<file path="src/rtl/tps_pkg.sv">
package tps_pkg;

   // Implementation choice for the next-set-bit search.
   typedef enum logic [0:0] {
      FIND_LINEAR  = 1'b0,
      FIND_ISOLATE = 1'b1
   } find_impl_e;

   // Per-loop options latched at start.
   typedef struct packed {
      logic zero;
      logic src_scalar;
      logic dst_scalar;
   } run_flags_t;

endpackage

</file>
<file path="src/rtl/tps_mask_prep.sv">
module tps_mask_prep #(
   parameter int MASK_W = 64,
   parameter int VL_W   = 7
) (
   input  logic [VL_W-1:0]   vl_i,
   input  logic [MASK_W-1:0] src_mask_i,
   input  logic [MASK_W-1:0] dst_mask_i,
   input  logic [MASK_W-1:0] cr_eq_i,
   input  logic              src_inv_i,
   input  logic              dst_inv_i,
   input  logic              single_i,
   input  logic              cr_sel_i,
   output logic [MASK_W-1:0] s_eff_o,
   output logic [MASK_W-1:0] d_eff_o
);

   logic [MASK_W-1:0] in_range;
   logic [MASK_W-1:0] s_sel;
   logic [MASK_W-1:0] s_pol;
   logic [MASK_W-1:0] d_pol;

   // Elements at or above the vector length never take part.
   for (genvar i = 0; i < MASK_W; i++) begin : g_range
      assign in_range[i] = (VL_W'(i) < vl_i);
   end

   assign s_sel = (single_i && cr_sel_i) ? cr_eq_i : src_mask_i;
   assign s_pol = s_sel ^ {MASK_W{src_inv_i}};
   assign d_pol = single_i ? s_pol : (dst_mask_i ^ {MASK_W{dst_inv_i}});

   assign s_eff_o = s_pol & in_range;
   assign d_eff_o = d_pol & in_range;

endmodule

</file>
<file path="src/rtl/tps_next_set.sv">
module tps_next_set #(
   parameter int                  MASK_W = 64,
   parameter int                  VL_W   = 7,
   parameter tps_pkg::find_impl_e IMPL   = tps_pkg::FIND_LINEAR,
   localparam int                 IDX_W  = $clog2(MASK_W)
) (
   input  logic [MASK_W-1:0] mask_i,
   input  logic [VL_W-1:0]   from_i,
   output logic              found_o,
   output logic [IDX_W-1:0]  idx_o
);

   logic [MASK_W-1:0] at_or_above;
   logic [MASK_W-1:0] cand;

   for (genvar i = 0; i < MASK_W; i++) begin : g_thermo
      assign at_or_above[i] = (VL_W'(i) >= from_i);
   end

   assign cand    = mask_i & at_or_above;
   assign found_o = |cand;

   if (IMPL == tps_pkg::FIND_LINEAR) begin : g_linear
      // Priority scan from the top so the lowest set bit wins last.
      always_comb begin
         idx_o = '0;
         for (int i = MASK_W - 1; i >= 0; i--) begin
            if (cand[i]) idx_o = IDX_W'(i);
         end
      end
   end else begin : g_isolate
      // Isolate the lowest set bit, then encode the one-hot result.
      logic [MASK_W-1:0] lowest;
      assign lowest = cand & (~cand + MASK_W'(1));
      always_comb begin
         idx_o = '0;
         for (int i = 0; i < MASK_W; i++) begin
            if (lowest[i]) idx_o = idx_o | IDX_W'(i);
         end
      end
   end

endmodule

</file>
<file path="src/rtl/tps_step_ctrl.sv">
module tps_step_ctrl #(
   parameter int  MASK_W = 64,
   parameter int  VL_W   = 7,
   localparam int IDX_W  = $clog2(MASK_W)
) (
   input  logic              clk,
   input  logic              rst_n,
   input  logic              start_i,
   input  logic [VL_W-1:0]   vl_i,
   input  logic [VL_W-1:0]   src_step_i,
   input  logic [VL_W-1:0]   dst_step_i,
   input  logic [MASK_W-1:0] s_eff_i,
   input  logic [MASK_W-1:0] d_eff_i,
   input  logic              zero_i,
   input  logic              src_scalar_i,
   input  logic              dst_scalar_i,
   input  logic              s_found_i,
   input  logic [IDX_W-1:0]  s_idx_i,
   input  logic              d_found_i,
   input  logic [IDX_W-1:0]  d_idx_i,
   output logic [MASK_W-1:0] smask_o,
   output logic [MASK_W-1:0] dmask_o,
   output logic [VL_W-1:0]   src_step_o,
   output logic [VL_W-1:0]   dst_step_o,
   output logic              issue_o,
   output logic [IDX_W-1:0]  src_idx_o,
   output logic [IDX_W-1:0]  dst_idx_o,
   output logic              wr_zero_o,
   output logic              done_o
);

   import tps_pkg::*;

   logic              busy_q;
   logic              stop_q;
   logic [VL_W-1:0]   vl_q;
   run_flags_t        flags_q;
   logic [MASK_W-1:0] smask_q;
   logic [MASK_W-1:0] dmask_q;
   logic [VL_W-1:0]   sstep_q;
   logic [VL_W-1:0]   dstep_q;

   logic              dz_ok;
   logic              d_ok;
   logic [IDX_W-1:0]  d_at;
   logic              d_zero;
   logic              advance;

   // Zeroing: destination stays on its current step instead of searching.
   assign dz_ok   = (dstep_q < vl_q);
   assign d_ok    = flags_q.zero ? dz_ok : d_found_i;
   assign d_at    = flags_q.zero ? dstep_q[IDX_W-1:0] : d_idx_i;
   assign d_zero  = flags_q.zero & ~dmask_q[d_at];
   assign advance = busy_q & ~stop_q & s_found_i & d_ok;

   always_ff @(posedge clk) begin
      if (!rst_n) begin
         busy_q    <= 1'b0;
         stop_q    <= 1'b0;
         vl_q      <= '0;
         flags_q   <= '0;
         smask_q   <= '0;
         dmask_q   <= '0;
         sstep_q   <= '0;
         dstep_q   <= '0;
         issue_o   <= 1'b0;
         src_idx_o <= '0;
         dst_idx_o <= '0;
         wr_zero_o <= 1'b0;
         done_o    <= 1'b0;
      end else begin
         issue_o   <= 1'b0;
         wr_zero_o <= 1'b0;
         done_o    <= 1'b0;
         if (!busy_q) begin
            if (start_i) begin
               busy_q             <= 1'b1;
               stop_q             <= 1'b0;
               vl_q               <= vl_i;
               flags_q.zero       <= zero_i;
               flags_q.src_scalar <= src_scalar_i;
               flags_q.dst_scalar <= dst_scalar_i;
               smask_q            <= s_eff_i;
               dmask_q            <= d_eff_i;
               sstep_q            <= src_step_i;
               dstep_q            <= dst_step_i;
            end
         end else if (advance) begin
            issue_o   <= 1'b1;
            src_idx_o <= flags_q.src_scalar ? '0 : s_idx_i;
            dst_idx_o <= d_at;
            wr_zero_o <= d_zero;
            sstep_q   <= VL_W'(s_idx_i) + VL_W'(1);
            dstep_q   <= VL_W'(d_at) + VL_W'(1);
            stop_q    <= flags_q.dst_scalar;
         end else begin
            busy_q  <= 1'b0;
            stop_q  <= 1'b0;
            done_o  <= 1'b1;
            sstep_q <= '0;
            dstep_q <= '0;
         end
      end
   end

   assign smask_o    = smask_q;
   assign dmask_o    = dmask_q;
   assign src_step_o = sstep_q;
   assign dst_step_o = dstep_q;

endmodule

</file>
<file path="src/rtl/pred_elem_seq.sv">
module pred_elem_seq #(
   parameter int                  MASK_W    = 64,
   parameter int                  VL_W      = 7,
   parameter tps_pkg::find_impl_e FIND_IMPL = tps_pkg::FIND_LINEAR,
   localparam int                 IDX_W     = $clog2(MASK_W)
) (
   input  logic              clk,
   input  logic              rst_n,
   input  logic              start_i,
   input  logic [VL_W-1:0]   vl_i,
   input  logic [VL_W-1:0]   src_step_i,
   input  logic [VL_W-1:0]   dst_step_i,
   input  logic [MASK_W-1:0] src_mask_i,
   input  logic [MASK_W-1:0] dst_mask_i,
   input  logic [MASK_W-1:0] cr_eq_i,
   input  logic              src_inv_i,
   input  logic              dst_inv_i,
   input  logic              single_i,
   input  logic              cr_sel_i,
   input  logic              zero_i,
   input  logic              src_scalar_i,
   input  logic              dst_scalar_i,
   output logic              issue_o,
   output logic [IDX_W-1:0]  src_idx_o,
   output logic [IDX_W-1:0]  dst_idx_o,
   output logic              wr_zero_o,
   output logic [VL_W-1:0]   src_step_o,
   output logic [VL_W-1:0]   dst_step_o,
   output logic              done_o
);

   if (MASK_W < 2) begin : g_bad_mask
      $error("pred_elem_seq: MASK_W must be at least 2");
   end
   if (VL_W < $clog2(MASK_W + 1)) begin : g_bad_vl
      $error("pred_elem_seq: VL_W too narrow to hold MASK_W");
   end

   logic [MASK_W-1:0] s_eff;
   logic [MASK_W-1:0] d_eff;
   logic [MASK_W-1:0] smask_q;
   logic [MASK_W-1:0] dmask_q;
   logic              s_found;
   logic              d_found;
   logic [IDX_W-1:0]  s_idx;
   logic [IDX_W-1:0]  d_idx;

   tps_mask_prep #(.MASK_W(MASK_W), .VL_W(VL_W)) u_prep (
      .vl_i       (vl_i),
      .src_mask_i (src_mask_i),
      .dst_mask_i (dst_mask_i),
      .cr_eq_i    (cr_eq_i),
      .src_inv_i  (src_inv_i),
      .dst_inv_i  (dst_inv_i),
      .single_i   (single_i),
      .cr_sel_i   (cr_sel_i),
      .s_eff_o    (s_eff),
      .d_eff_o    (d_eff)
   );

   tps_next_set #(.MASK_W(MASK_W), .VL_W(VL_W), .IMPL(FIND_IMPL)) u_find_src (
      .mask_i  (smask_q),
      .from_i  (src_step_o),
      .found_o (s_found),
      .idx_o   (s_idx)
   );

   tps_next_set #(.MASK_W(MASK_W), .VL_W(VL_W), .IMPL(FIND_IMPL)) u_find_dst (
      .mask_i  (dmask_q),
      .from_i  (dst_step_o),
      .found_o (d_found),
      .idx_o   (d_idx)
   );

   tps_step_ctrl #(.MASK_W(MASK_W), .VL_W(VL_W)) u_ctrl (
      .clk          (clk),
      .rst_n        (rst_n),
      .start_i      (start_i),
      .vl_i         (vl_i),
      .src_step_i   (src_step_i),
      .dst_step_i   (dst_step_i),
      .s_eff_i      (s_eff),
      .d_eff_i      (d_eff),
      .zero_i       (zero_i),
      .src_scalar_i (src_scalar_i),
      .dst_scalar_i (dst_scalar_i),
      .s_found_i    (s_found),
      .s_idx_i      (s_idx),
      .d_found_i    (d_found),
      .d_idx_i      (d_idx),
      .smask_o      (smask_q),
      .dmask_o      (dmask_q),
      .src_step_o   (src_step_o),
      .dst_step_o   (dst_step_o),
      .issue_o      (issue_o),
      .src_idx_o    (src_idx_o),
      .dst_idx_o    (dst_idx_o),
      .wr_zero_o    (wr_zero_o),
      .done_o       (done_o)
   );

endmodule

</file>
<file path="config.mk">
export PLATFORM = sky130hd
export DESIGN_NAME = pred_elem_seq
export DESIGN_NICKNAME = d
export VERILOG_FILES = /design/src/rtl/tps_pkg.sv /design/src/rtl/tps_mask_prep.sv /design/src/rtl/tps_next_set.sv /design/src/rtl/tps_step_ctrl.sv /design/src/rtl/pred_elem_seq.sv
export SDC_FILE = /design/constraint.sdc
export NUM_CORES = 1
export LEC_CHECK = 0
export ABC_AREA = 0
export BUFFER_PORTS_ARGS = -buffer_cell sky130_fd_sc_hd__buf_2
export CAP_MARGIN = 20
export CELL_PAD_IN_SITES_DETAIL_PLACEMENT = 1
export CELL_PAD_IN_SITES_GLOBAL_PLACEMENT = 1
export CORE_AREA = 2 2 187 189
export DETAILED_ROUTE_END_ITERATION = 10
export DIE_AREA = 0 0 189 191
export PLACE_DENSITY_LB_ADDON = 0.05
export SLEW_MARGIN = 25
export SYNTH_ARGS = -nofsm -noshare
export SYNTH_HDL_FRONTEND = slang
export SYNTH_SLANG_ARGS = --single-unit
</file>
<file path="constraint.sdc">
create_clock -name clk -period 4.5 [get_ports clk]
set_clock_uncertainty 0.15 [all_clocks]
set_input_delay 1.35 -clock clk [delete_from_list [all_inputs] [get_ports clk]]
set_output_delay 1.35 -clock clk [all_outputs]
set_load 0.01 [all_outputs]
</file>
==> impl_metrics.tcl <==
set metrics [dict create \
    outcome "completed" \
    netlist_instances 1947 \
    grt_pass1_wl_um 105700 \
    design.core.area_um2 34120 \
    clock_sinks 169 \
    critPathBufInv 1 \
    drt_wl_total_um 71830 \
    clockBufferDepth 2 \
    vias_per_cell 6.379 \
    grt_antenna_before_repair 2 \
    die_x_um 189 \
    critPathRequiredTime_ns 4.63 \
    finalNetCount 2415 \
    drive_gt1_share_pct 20.98 \
    cts_made_buffers 17 \
    setup_tns_ns 0 \
    io_buffers 251 \
    synth_fp_nets 2178 \
    ys.flop_type "dfxtp_1" \
    yosysWarnings 0 \
    antenna_cells 0 \
    seqCellArea_um2 3393 \
    grt-ovfl-total 0 \
    critPathArrivalTime_ns 4.49 \
    start_util_pct 41.48 \
    drcViolationCount 0 \
    slowest_stage "dfxtp_1" \
    power_density_nw_per_um2 400.4 \
    drtIter0Drc 1865 \
    top_level_ports 252 \
    multiInputGateArea_um2 9833 \
    wl_per_cell_um 27.09 \
    dr.pass1.iters 5 \
    synth_area_leaders "dfxtp_1 (24%), xnor2_1 (7.3%), a21oi_1 (6.3%), mux2i_1 (6.0%), nand2_1 (5.5%)" \
    fp.dieH_um 191 \
    relSlewSlack_pct 44.89 \
    yosys_register_bits 169 \
    final_cell_mix "buf_2 (249), nand2_1 (206), nor2_1 (198)" \
    final-setup-viol-count 0 \
    grt_usage_pct 38.95 \
    fin_area_um2 16850 \
    syn_avg_cell_area_um2 7.268 \
    crit_fanout 17 \
    grt_max_degree 127 \
    hold_class "flip-flop to flip-flop" \
    vias 16920 \
    end_kind "flip-flop" \
    yosysTopAreaCell "dfxtp_1" \
    period_minus_slack_ns 4.360 \
    dpl_cell_area_um2 16270 \
    finalNonFillerCells 2652 \
    rows 68 \
    rsz0062_at_grt "no" \
    synth_edf_count 0 \
    root_buffer "clkbuf_16" \
    synth_cell_type_count 92 \
    ir_drop_v 0.0002875 \
    syn2layout_area_growth_pct 19.05 \
    power_uw 6746 \
    cpPeakStageDelay_ns 0.68 \
    drtAntennaViolNets 0 \
    period_share_pct 96.90 \
    slew_violations 0 \
    die_area_um2 36100 \
    clock_latency_ns 0.46 \
    worst_path_most_repeated_cell "o21a_1" \
    cts_tree "done" \
    netlist_area_um2 14150 \
    power_leakage_uw 0.006980 \
    place_inst 2620 \
    max_freq_mhz 229.3 \
    grt_pass1_vias 16820 \
    cap_viol_max_count 0 \
    htreeDepth 4 \
    final_core_util_pct 49.38 \
    start_kind "flip-flop" \
    critPathKind "flip-flop to flip-flop" \
    clk_transition_reported_paths_ns 0.07 \
    finalWeightedCongestion 1.064 \
    mostFrequentLayoutCell "buf_2" \
    num-fill-cells 4357 \
    detailed_place_hpwl_um 57530 \
    cp_top_family "compound AO/OA/AOI/OAI gates" \
    seq_area_frac_synth_pct 23.91 \
    critical_path.cell_chain "nand3_1 > buf_4 > o21a_1 > o21ai_0 > o311ai_0 > a31oi_1 > o21bai_1 > a2111oi_0 > o21a_1 > nor4b_1 > xor2_1 > o32ai_1" \
    async_flop_share_pct 0 \
    hold_buffers 0 \
    hold_viol_final 0 \
    tightestPinTransition_ns 0.8203 \
    yosysTopAreaCellShare_pct 23.91 \
]
## through the flow
step / hold WS (ns) / setup WS [ns]
after global routing: 0.3356 / 0.001933
after global placement: 0.2923 / 0.03743
after detailed placement: 0.3086 / 0.01412
after floorplan: 0.2863 / 0.6153
final: 0.3140 / 0.1396
after CTS: 0.3175 / 0.05082
## final timing paths
path	start	end	slack, ns	cells past startpoint
worst max register to register	u_ctrl.src_step_o[0]	u_ctrl.src_step_o[3]	0.14	12
worst max-delay path	u_ctrl.src_step_o[0]	u_ctrl.src_step_o[3]	0.14	12
worst min register to register	u_ctrl.vl_q[1]	u_ctrl.vl_q[1]	0.31	2
worst min-delay path	u_ctrl.vl_q[1]	u_ctrl.vl_q[1]	0.31	2
## where the power goes
part           internal [uW]  switching, uW  total, uW
Combinational           1290           2050       3340
Clock                    775            725       1500
Sequential              1630            274       1910
## sequential cells by signal, indices dropped and copies added, names as in the netlist
name / flops
u_ctrl.issue_o: 1
u_ctrl.dst_step_o: 7
u_ctrl.dst_idx_o: 6
u_ctrl.wr_zero_o: 1
u_ctrl.src_step_o: 7
u_ctrl.stop_q: 1
u_ctrl.busy_q: 1
u_ctrl.flags_q: 3
u_ctrl.src_idx_o: 6
u_ctrl.vl_q: 7
u_ctrl.done_o: 1
u_ctrl.dmask_o: 64
u_ctrl.smask_o: 64
## worst min-delay path, delay by kind of cell, from the launching register on
kind,cells,cell delay [ns]
flops,1,0.31
simple gates,1,0.05
compound gates,1,0.06
## logic make-up after synthesis
logic type               share of synthesized area [%]
adder cells (fa/ha/maj)                         0.7781
multiplexers                                     6.622
AO/OA/AOI/OAI                                    33.30
flip-flops                                       23.91
AND/OR/NAND/NOR                                  20.28
XOR/XNOR                                         8.294
buffers and inverters                            6.817
## layer usage
layer  vias up  GRT usage [%]  wire length [um]
li1       7595              -                 -
met1      8246          48.23             28900
met2       863          64.65             33470
met3       212          6.279              5297
met4         2          21.33              4154
met5         -              0                13
## Yosys cell counts, types with 7 or more instances
cell       number
nand3_1        55
nor3_1         17
nand4_1        10
and3_1         16
nand2b_1       26
o21ai_0       138
xor2_1         16
nor2b_1        21
nor2_1        199
xnor2_1       118
a2bb2oi_1       8
a211oi_1       25
dfxtp_1       169
o31ai_1         9
a32oi_1        17
inv_1          48
buf_6          14
buf_4          10
or3_1           8
a41oi_1         7
o2111ai_1       9
buf_2          22
o211ai_1       63
buf_1          23
o311a_1         7
o22ai_1        13
a22oi_1        83
o21a_1         11
mux2i_1        85
a21boi_0       13
ha_1            8
clkbuf_1       87
a21o_1         19
or2_2          16
nand2_1       207
a31oi_1        16
a21oi_1       179
and2_1         13
## cell type report
type | count | area share (%)
inverter | 55 | 1.255
clock inverter | 15 | 0.8466
clock buffer | 17 | 2.525
tap | 455 | 3.379
sequential | 169 | 20.14
timing repair buffer | 374 | 13.49
multi-input combinational | 1567 | 58.37
## what timing repair did
item | in CTS | in global routing
buffers inserted | 0 | 0
endpoints found under the setup margin | 1 | 5
resized for setup | 2 | 7
Note: power is estimated with default switching activity, not from simulation.
